File: src/rtl/sp_pkg.sv
package sp_pkg;
  localparam int DATA_W    = 8;
  localparam int OVS       = 16;          // samples per bit
  localparam int FRAME_MAX = DATA_W + 4;  // start + data + parity + two stops

  typedef struct packed {
    logic       on;
    logic       txEn;
    logic       rxEn;
    logic       brk;
    logic       loop;
    logic [1:0] parSel;
    logic       stop2;
  } cfg_t;

  typedef struct packed {
    logic              txPush;
    logic [DATA_W-1:0] txData;
    logic              rxPop;
  } strobe_t;
endpackage

File: src/rtl/sp_fifo.sv
module sp_fifo #(
  parameter int W     = 8,
  parameter int DEPTH = 8
) (
  input  logic                       clk,
  input  logic                       rstN,
  input  logic                       flush,
  input  logic                       push,
  input  logic                       pop,
  input  logic [W-1:0]               din,
  output logic [W-1:0]               head,
  output logic [$clog2(DEPTH+1)-1:0] count
);
  localparam int AW = (DEPTH > 1) ? $clog2(DEPTH) : 1;
  localparam int CW = $clog2(DEPTH + 1);

  logic [W-1:0]  mem [DEPTH];
  logic [AW-1:0] rdPtr, wrPtr;
  logic          doPush, doPop;

  assign doPush = push && (count != CW'(DEPTH));
  assign doPop  = pop && (count != '0);
  assign head   = mem[rdPtr];

  always_ff @(posedge clk or negedge rstN) begin
    if (!rstN) begin
      rdPtr <= '0; wrPtr <= '0; count <= '0;
    end else if (flush) begin
      rdPtr <= '0; wrPtr <= '0; count <= '0;
    end else begin
      if (doPush) wrPtr <= (wrPtr == AW'(DEPTH - 1)) ? '0 : wrPtr + 1'b1;
      if (doPop)  rdPtr <= (rdPtr == AW'(DEPTH - 1)) ? '0 : rdPtr + 1'b1;
      count <= count + CW'(doPush) - CW'(doPop);
    end
  end

  always_ff @(posedge clk) begin
    if (doPush) mem[wrPtr] <= din;
  end

  // a push into a full queue leaves it full and loses the entry
  assert_full_hold_R4: assert property (@(posedge clk) disable iff (!rstN)
    (count == CW'(DEPTH) && push && !pop && !flush) |=> (count == CW'(DEPTH)));
  // popping an empty queue does not wrap the count
  assert_empty_pop_R6: assert property (@(posedge clk) disable iff (!rstN)
    (count == '0 && pop && !push && !flush) |=> (count == '0));
endmodule

File: src/rtl/sp_datapath.sv
module sp_datapath
  import sp_pkg::*;
#(
  parameter int DEPTH = 8,
  parameter int DIV_W = 16
) (
  input  logic                       clk,
  input  logic                       rstN,
  input  cfg_t                       cfg,
  input  strobe_t                    stb,
  input  logic [DIV_W-1:0]           baudDiv,
  input  logic                       rxPin,
  output logic                       txPin,
  output logic [$clog2(DEPTH+1)-1:0] txCount,
  output logic [$clog2(DEPTH+1)-1:0] rxCount,
  output logic                       txBusy,
  output logic [DATA_W-1:0]          rxHeadData,
  output logic                       rxHeadPerr,
  output logic                       rxHeadFerr,
  output logic                       overrunEvt
);
  localparam int CW = $clog2(DEPTH + 1);
  localparam int SW = $clog2(OVS);

  // bit-rate prescaler: one tick per sample slot
  logic [DIV_W-1:0] preCnt;
  logic             tick;
  assign tick = (preCnt == baudDiv);
  always_ff @(posedge clk or negedge rstN) begin
    if (!rstN)        preCnt <= '0;
    else if (!cfg.on) preCnt <= '0;
    else              preCnt <= tick ? '0 : preCnt + 1'b1;
  end

  logic parEn;
  assign parEn = (cfg.parSel == 2'b01) || (cfg.parSel == 2'b10);

  // ---------------- transmit ----------------
  logic [DATA_W-1:0]    txHead;
  logic [FRAME_MAX-1:0] txShift, txFrame;
  logic [3:0]           txBitsLeft, txLen;
  logic [SW-1:0]        txSub;
  logic                 brkQ, brkFall, txStart;

  sp_fifo #(.W(DATA_W), .DEPTH(DEPTH)) u_txFifo (
    .clk(clk), .rstN(rstN), .flush(!cfg.on), .push(stb.txPush), .pop(txStart),
    .din(stb.txData), .head(txHead), .count(txCount));

  always_comb begin
    txFrame           = '1;
    txFrame[0]        = 1'b0;
    txFrame[DATA_W:1] = txHead;
    if (parEn) txFrame[DATA_W+1] = (cfg.parSel == 2'b10) ? ~^txHead : ^txHead;
  end
  assign txLen   = 4'(DATA_W + 2) + {3'b0, parEn} + {3'b0, cfg.stop2};
  assign txBusy  = (txBitsLeft != '0);
  assign brkFall = brkQ && !cfg.brk && cfg.on;
  assign txStart = cfg.on && cfg.txEn && !cfg.brk && !brkFall && !txBusy && (txCount != '0);
  assign txPin   = (cfg.on && cfg.brk) ? 1'b0 : (txBusy ? txShift[0] : 1'b1);

  always_ff @(posedge clk or negedge rstN) begin
    if (!rstN) begin
      txShift <= '1; txBitsLeft <= '0; txSub <= '0; brkQ <= 1'b0;
    end else begin
      brkQ <= cfg.brk;
      if (!cfg.on) begin
        txBitsLeft <= '0; txSub <= '0;
      end else if (brkFall) begin
        txShift    <= '1;                       // guard: line high for a stop time
        txBitsLeft <= cfg.stop2 ? 4'd2 : 4'd1;
        txSub      <= '0;
      end else if (txStart) begin
        txShift <= txFrame; txBitsLeft <= txLen; txSub <= '0;
      end else if (txBusy && tick) begin
        txSub <= txSub + 1'b1;
        if (txSub == SW'(OVS - 1)) begin
          txShift    <= {1'b1, txShift[FRAME_MAX-1:1]};
          txBitsLeft <= txBitsLeft - 1'b1;
        end
      end
    end
  end

  // ---------------- receive ----------------
  logic [1:0]        rxSync;
  logic              rxPrev, rxS, rxActive, rxParBad, sampleNow, rxDone, rxPush;
  logic [SW-1:0]     rxSub;
  logic [3:0]        rxIdx, stopIdx;
  logic [DATA_W-1:0] rxData;
  logic              expPar;

  assign rxS       = rxSync[1];
  assign stopIdx   = parEn ? 4'(DATA_W + 2) : 4'(DATA_W + 1);
  assign expPar    = (cfg.parSel == 2'b10) ? ~^rxData : ^rxData;
  assign sampleNow = rxActive && tick && (rxSub == SW'(OVS / 2 - 1));
  assign rxDone    = sampleNow && (rxIdx == stopIdx) && cfg.on && cfg.rxEn;
  assign rxPush    = rxDone && (rxCount != CW'(DEPTH));
  assign overrunEvt = rxDone && (rxCount == CW'(DEPTH));

  always_ff @(posedge clk or negedge rstN) begin
    if (!rstN) begin
      rxSync <= 2'b11; rxPrev <= 1'b1; rxActive <= 1'b0; rxSub <= '0;
      rxIdx <= '0; rxData <= '0; rxParBad <= 1'b0;
    end else begin
      rxSync <= {rxSync[0], cfg.loop ? txPin : rxPin};
      rxPrev <= rxS;
      if (!cfg.on || !cfg.rxEn) begin
        rxActive <= 1'b0; rxSub <= '0; rxIdx <= '0;
      end else if (!rxActive) begin
        if (rxPrev && !rxS) begin
          rxActive <= 1'b1; rxSub <= '0; rxIdx <= '0; rxParBad <= 1'b0;
        end
      end else begin
        if (tick) rxSub <= rxSub + 1'b1;
        if (sampleNow) begin
          rxIdx <= rxIdx + 1'b1;
          if (rxIdx == '0) begin
            if (rxS) rxActive <= 1'b0;          // false start
          end else if (rxIdx <= 4'(DATA_W)) begin
            rxData <= {rxS, rxData[DATA_W-1:1]};
          end else if (parEn && rxIdx == 4'(DATA_W + 1)) begin
            rxParBad <= (rxS != expPar);
          end
          if (rxIdx == stopIdx) rxActive <= 1'b0;
        end
      end
    end
  end

  logic [DATA_W+1:0] rxHeadWord;
  sp_fifo #(.W(DATA_W + 2), .DEPTH(DEPTH)) u_rxFifo (
    .clk(clk), .rstN(rstN), .flush(!cfg.on), .push(rxPush), .pop(stb.rxPop),
    .din({rxParBad && parEn, !rxS, rxData}), .head(rxHeadWord), .count(rxCount));
  assign rxHeadPerr = rxHeadWord[DATA_W+1];
  assign rxHeadFerr = rxHeadWord[DATA_W];
  assign rxHeadData = rxHeadWord[DATA_W-1:0];

  // releasing break always starts a guard period on the next cycle
  assert_break_guard_R12: assert property (@(posedge clk) disable iff (!rstN)
    brkFall |=> txBusy);
endmodule

File: src/rtl/sp_ctrl.sv
module sp_ctrl
  import sp_pkg::*;
#(
  parameter int DEPTH = 8,
  parameter int DIV_W = 16
) (
  input  logic                       clk,
  input  logic                       rstN,
  input  logic                       busSel,
  input  logic                       busWrite,
  input  logic [7:0]                 busAddr,
  input  logic [31:0]                busWdata,
  output logic [31:0]                busRdata,
  input  logic [$clog2(DEPTH+1)-1:0] txCount,
  input  logic [$clog2(DEPTH+1)-1:0] rxCount,
  input  logic                       txBusy,
  input  logic [DATA_W-1:0]          rxHeadData,
  input  logic                       rxHeadPerr,
  input  logic                       rxHeadFerr,
  input  logic                       overrunEvt,
  output cfg_t                       cfg,
  output strobe_t                    stb,
  output logic [DIV_W-1:0]           baudDiv,
  output logic                       irqRx,
  output logic                       irqTx,
  output logic                       irqFault
);
  localparam int CW = $clog2(DEPTH + 1);
  localparam logic [15:0] STA_WMASK = 16'hFCF0;

  logic [15:0] modeReg, staReg;
  logic        oerr, addrOk, wrHit, staWr, oerrClr, txFull, trmt, rxAvail;
  logic [2:0]  regSel;
  logic [1:0]  kind;

  function automatic logic [31:0] merge(input logic [31:0] old, input logic [31:0] wd,
                                        input logic [1:0] k);
    case (k)
      2'd1:    merge = old & ~wd;
      2'd2:    merge = old | wd;
      default: merge = wd;
    endcase
  endfunction

  assign addrOk = !busAddr[7] && (busAddr[1:0] == 2'b00);
  assign regSel = busAddr[6:4];
  assign kind   = busAddr[3:2];
  assign wrHit  = busSel && busWrite && addrOk;
  assign staWr  = wrHit && (regSel == 3'd1);
  assign oerrClr = staWr && ((kind == 2'd1) ? busWdata[1] : (kind != 2'd2) && !busWdata[1]);

  always_ff @(posedge clk or negedge rstN) begin
    if (!rstN) begin
      modeReg <= '0; staReg <= '0; baudDiv <= '0; oerr <= 1'b0;
    end else begin
      if (wrHit && regSel == 3'd0) modeReg <= merge({16'b0, modeReg}, busWdata, kind)[15:0];
      if (staWr) staReg <= merge({16'b0, staReg}, busWdata, kind)[15:0] & STA_WMASK;
      if (wrHit && regSel == 3'd4) baudDiv <= merge(32'(baudDiv), busWdata, kind)[DIV_W-1:0];
      if (overrunEvt)   oerr <= 1'b1;
      else if (oerrClr) oerr <= 1'b0;
    end
  end

  assign cfg.on     = modeReg[15];
  assign cfg.loop   = modeReg[6];
  assign cfg.parSel = modeReg[2:1];
  assign cfg.stop2  = modeReg[0];
  assign cfg.rxEn   = staReg[12];
  assign cfg.brk    = staReg[11];
  assign cfg.txEn   = staReg[10];

  assign stb.txPush = wrHit && (regSel == 3'd2) && (kind == 2'd0);
  assign stb.txData = busWdata[DATA_W-1:0];
  assign stb.rxPop  = busSel && !busWrite && addrOk && (regSel == 3'd3) && (kind == 2'd0);

  assign txFull  = (txCount == CW'(DEPTH));
  assign trmt    = (txCount == '0) && !txBusy;
  assign rxAvail = (rxCount != '0);

  always_comb begin
    busRdata = '0;
    if (busSel && addrOk) begin
      case (regSel)
        3'd0: busRdata = {16'b0, modeReg};
        3'd1: busRdata = {16'b0, staReg[15:10], txFull, trmt, staReg[7:4],
                          rxAvail && rxHeadPerr, rxAvail && rxHeadFerr, oerr, rxAvail};
        3'd3: busRdata = rxAvail ? 32'(rxHeadData) : '0;
        3'd4: busRdata = 32'(baudDiv);
        default: busRdata = '0;
      endcase
    end
  end

  logic rxLevel, txLevel;
  always_comb begin
    case (staReg[7:6])
      2'b00:   rxLevel = rxAvail;
      2'b01:   rxLevel = (rxCount >= CW'(DEPTH / 2));
      default: rxLevel = (rxCount == CW'(DEPTH));
    endcase
    case (staReg[15:14])
      2'b00:   txLevel = !txFull;
      2'b01:   txLevel = trmt;
      default: txLevel = (txCount == '0);
    endcase
  end
  assign irqRx    = cfg.on && (rxLevel || oerr);
  assign irqTx    = cfg.on && txLevel;
  assign irqFault = cfg.on && (oerr || (rxAvail && (rxHeadPerr || rxHeadFerr)));

  // a dropped character always leaves the overrun flag set
  assert_overrun_set_R8: assert property (@(posedge clk) disable iff (!rstN)
    overrunEvt |=> oerr);
  // without a clearing write the flag never drops
  assert_overrun_sticky_R8: assert property (@(posedge clk) disable iff (!rstN)
    (oerr && !oerrClr) |=> oerr);
endmodule

File: src/rtl/serial_port_regs.sv
module serial_port_regs
  import sp_pkg::*;
#(
  parameter int DEPTH = 8,
  parameter int DIV_W = 16
) (
  input  logic        clk,
  input  logic        rstN,
  input  logic        busSel,
  input  logic        busWrite,
  input  logic [7:0]  busAddr,
  input  logic [31:0] busWdata,
  output logic [31:0] busRdata,
  input  logic        rxLine,
  output logic        txLine,
  output logic        irqRx,
  output logic        irqTx,
  output logic        irqFault
);
  localparam int CW = $clog2(DEPTH + 1);

  cfg_t              cfg;
  strobe_t           stb;
  logic [DIV_W-1:0]  baudDiv;
  logic [CW-1:0]     txCount, rxCount;
  logic              txBusy, rxHeadPerr, rxHeadFerr, overrunEvt;
  logic [DATA_W-1:0] rxHeadData;

  sp_ctrl #(.DEPTH(DEPTH), .DIV_W(DIV_W)) u_ctrl (
    .clk(clk), .rstN(rstN), .busSel(busSel), .busWrite(busWrite), .busAddr(busAddr),
    .busWdata(busWdata), .busRdata(busRdata), .txCount(txCount), .rxCount(rxCount),
    .txBusy(txBusy), .rxHeadData(rxHeadData), .rxHeadPerr(rxHeadPerr),
    .rxHeadFerr(rxHeadFerr), .overrunEvt(overrunEvt), .cfg(cfg), .stb(stb),
    .baudDiv(baudDiv), .irqRx(irqRx), .irqTx(irqTx), .irqFault(irqFault));

  sp_datapath #(.DEPTH(DEPTH), .DIV_W(DIV_W)) u_dp (
    .clk(clk), .rstN(rstN), .cfg(cfg), .stb(stb), .baudDiv(baudDiv), .rxPin(rxLine),
    .txPin(txLine), .txCount(txCount), .rxCount(rxCount), .txBusy(txBusy),
    .rxHeadData(rxHeadData), .rxHeadPerr(rxHeadPerr), .rxHeadFerr(rxHeadFerr),
    .overrunEvt(overrunEvt));
endmodule

File: config.mk
export PLATFORM = sky130hd
export DESIGN_NAME = serial_port_regs
export DESIGN_NICKNAME = d
export VERILOG_FILES = /design/src/rtl/sp_pkg.sv /design/src/rtl/sp_fifo.sv /design/src/rtl/sp_datapath.sv /design/src/rtl/sp_ctrl.sv /design/src/rtl/serial_port_regs.sv
export SDC_FILE = /design/constraint.sdc
export NUM_CORES = 1
export LEC_CHECK = 0
export BUFFER_PORTS_ARGS = -buffer_cell sky130_fd_sc_hd__clkbuf_2
export CAP_MARGIN = 40
export CORE_ASPECT_RATIO = 0.9
export CORE_UTILIZATION = 54
export CTS_CLUSTER_DIAMETER = 80
export DETAILED_ROUTE_END_ITERATION = 10
export HOLD_SLACK_MARGIN = 0.03
export PLACE_DENSITY = 0.68
export SETUP_SLACK_MARGIN = 0.05
export SYNTH_ARGS = -nofsm -noshare
export SYNTH_HDL_FRONTEND = slang
export SYNTH_HIERARCHICAL = 1
export SYNTH_SLANG_ARGS = --single-unit
File: constraint.sdc
create_clock -name clk -period 7.9 [get_ports clk]
set_input_delay 0.79 -clock clk [delete_from_list [all_inputs] [get_ports clk]]
set_output_delay 0.79 -clock clk [all_outputs]
set_load 0.01 [all_outputs]
==> metrics.yaml <==
run_status:
  status: "finished clean"
synthesis:
  ys_async_sr_fraction_pct: 45.2
  yosysUniqueCellTypes: 81
  synth_top_cell_by_area: "edfxtp_1"
  synth_top_family_by_area: "simple AND/OR/NAND/NOR gates"
  muxShareOfSynthArea_pct: 11.9
  syn-cell-area_um2: 13500
  synth-simple-area-share_pct: 12.0
  synthAdderAreaFrac_pct: 3.17
  synth-edff-count: 144
  yosys-top-cells-area: "edfxtp_1 (32%), dfrtp_1 (20%), mux4_1 (7.0%)"
  avgSynthCellArea_um2: 13.0
  synth-xor-area-share_pct: 3.28
  yosysWarnings: 6
  ys.flop_type: "edfxtp_1"
  ys_seq_area_share_pct: 54.3
  netlist_instances: 1039
  synth_compound_area_share_pct: 10.2
  synth_seq_cells: 263
  synth_top_area_share_pct: 32.1
clock_tree:
  clkTransAtPathRegs_ns: 0.06
  cts_root_buf: "clkbuf_16"
  htreeDepth: 1
  numCtsBuffers: 27
  cts_setup_buffers: 0
  cts_tree: "yes"
  cts_sinks: 263
  cts_resized: 0
  postCtsHoldBufs: 0
  insertion_delay_ns: 0.54
  cts.path.max_buffers: 3
sta:
  finalMaxSlewViolations: 0
  setup_viol: 0
  worstMarginPinSlew_ns: 0.916
  rsz0062_at_grt: "no"
  hold_viol: 0
  fmax_mhz: 254
  post-route-period-util_pct: 49.8
  skew_ns: 0.0288
  relSlewSlack_pct: 38.4
  final.setup.tns_ns: 0
  finalCriticalPeriod_ns: 3.93
critical_path:
  crit_type: "reg -> reg"
  r2r_cells: 11
  required_ns: 8.12
  cp_data_arrival_time_ns: 4.16
  start_kind: "register"
  critPathCaptureType: "register"
  worstPathMaxFanout: 10
floorplan:
  row_count: 54
  io_pins: 81
  die-area_um2: 25600
  start_util_pct: 55.3
  core_um2: 24400
  die_h_um: 152
  die_x_um: 169
global_route:
  grt_overflow: 0
  first_global_vias: 8387
  grt_max_degree: 55
  gr-usage-all-layers_pct: 23.6
  antenna_found_initial: 0
  grt_pass1_wl_um: 46900
pwr:
  p_leak_nw: 5.45
  power_mw: 3.12
  p_comb_share_pct: 8.3
  p_clk_share_pct: 43.1
  p_int_mw: 2.41
  swShare_pct: 22.9
  irDropWorstVdd_v: 0.000190
  seq_power_share_pct: 48.5
  power.switching_uw: 716
  powerDensity_nw_per_um2: 211
drt:
  drc_errors: 0
  wirelength_um: 29700
  dr.first_iter.drc_count: 880
  antenna_left: 0
  vias: 8560
  wire_per_inst_um: 20.8
  via_per_inst: 6.00
  drt_first_pass_iters: 5
placed_design:
  io_buffers: 48
  placed_cells: 1378
  post_dp_cell_area_um2: 13900
  place.gp.congestion: 0.828
  dp_hpwl_um: 20200
finish:
  diodes: 0
  final_cell_area_um2: 14800
  fin_nets: 1149
  drive_above_1_share_pct: 20.5
  nFillCells: 1886
  fin_cells: 1427
  synthToLayoutAreaGrowth_pct: 9.95
  final_util_pct: 60.8
worst_hold_path:
  hp-class: "in -> async"
flow_run:
  drv_cap: 0
[layout by cell type, fill, tap and decap left out, types with 26 or more instances in the layout]
cell type / Yosys / final
clkbuf_16: 0 / 27
edfxtp_1: 144 / 144
ha_1: 31 / 31
nand3_1: 42 / 42
inv_1: 31 / 31
dfrtp_1: 106 / 106
mux4_1: 36 / 36
clkbuf_2: 0 / 47
a31oi_1: 44 / 44
nor2_1: 55 / 55
mux2_2: 30 / 30
xor2_1: 30 / 30
nor2b_1: 26 / 26
a21oi_1: 64 / 64
nand2_1: 31 / 31
[area by class of cell]
| class | count | area, um^2 | area share [%] |
|---|---|---|---|
| clock inverters | 17 | 249 | 1.68 |
| multi-input cells | 674 | 5530 | 37.3 |
| well taps | 336 | 420 | 2.83 |
| repair buffers | 72 | 487 | 3.28 |
| flip-flops and latches | 263 | 7320 | 49.4 |
| inverters | 33 | 126 | 0.852 |
| clock buffers | 32 | 694 | 4.68 |
[worst max-delay path: stages (launching register included)]
cell	delay, ns
dfrtp_1	0.43
xor2_1	0.19
nor4_2	0.35
and4_1	0.24
buf_4	0.21
nand3_1	0.26
nor4b_1	0.42
buf_2	0.22
inv_1	0.08
or3_1	0.43
nor2_1	0.51
buf_4	0.27
[cells in the mapped netlist, drive strengths merged, types with 3 or more instances]
cell type  number
dfstp          13
or3b            3
a221oi          5
and4            4
or4             5
clkbuf         17
o21ai          29
o32a            3
buf            67
xor2           30
nor3           11
edfxtp        144
nand3b          3
mux2i          19
nor4b           5
o31ai          20
a2bb2oi         7
o21a            3
mux4           36
nand4b          4
and2            7
nand3          42
mux2           39
nor3b           6
nor2           56
or3            11
nand2          33
dfrtp         106
nand2b         15
nand4           9
nor2b          26
inv            33
ha             31
or2            22
xnor2          18
a31oi          44
a21oi          74
and3            4
nor4            7
[cell families (layout without fill, tap and decap cells)]
logic type,count (synthesis),count (layout)
buf+inv,117,154
simple gates,277,277
flops,263,263
compound gates,205,205
fa+ha+maj,33,33
xor+xnor,49,49
mux,94,94
other cells,1,16
[power by group through the flow]
stage	Combinational, mW	Clock (mW)	Sequential, mW
3_3_place_gp	0.251	0	1.54
5_1_grt	0.285	1.43	1.52
4_1_cts	0.259	1.38	1.52
6_report	0.261	1.35	1.52
2_1_floorplan	0.197	0	1.53
3_5_place_dp	0.258	0	1.54
[metrics by stage]
step                setup WS, ns  hold slack (ns)
floorplan                   4.19            0.345
global placement            3.47            0.349
detailed placement          3.67            0.351
CTS                         3.99            0.320
global route                3.73            0.356
finish                      3.97            0.310
[flip-flops by register name (all words and copies together), names as in the netlist, 8 cells and up]
name               flops
u_ctrl/modeReg        16
u_dp/u_txFifo/mem     64
u_ctrl/staReg         10
u_dp/u_rxFifo/mem     80
u_dp/preCnt           16
u_dp/txShift          10
u_dp/rxData            8
u_ctrl/baudDiv        16
[metal layers]
metal | global-route usage [%] | vias to the layer above | routed length, um
met1 | 34.4 | 4340 | 13600
li1 | - | 3954 | -
met3 | 3.02 | 48 | 1290
met4 | 5.67 | 0 | 695
met2 | 37.7 | 218 | 14100
met5 | 0 | - | 0
[worst paths after layout]
check	startpoint	to	slack [ns]
max in group asynchronous	rstN	u_dp/rxPrev	6.38
worst min register to register	u_dp/rxSync[0]	u_dp/rxSync[1]	0.34
worst max-delay path	u_dp/preCnt[12]	u_dp/u_rxFifo/mem[4][5]	3.97
min in group clk	u_dp/rxSync[0]	u_dp/rxSync[1]	0.34
worst min-delay path	rstN	u_dp/txBitsLeft[2]	0.31
worst max register to register	u_dp/preCnt[12]	u_dp/u_rxFifo/mem[4][5]	3.97
(Power assumes the default switching activity.)
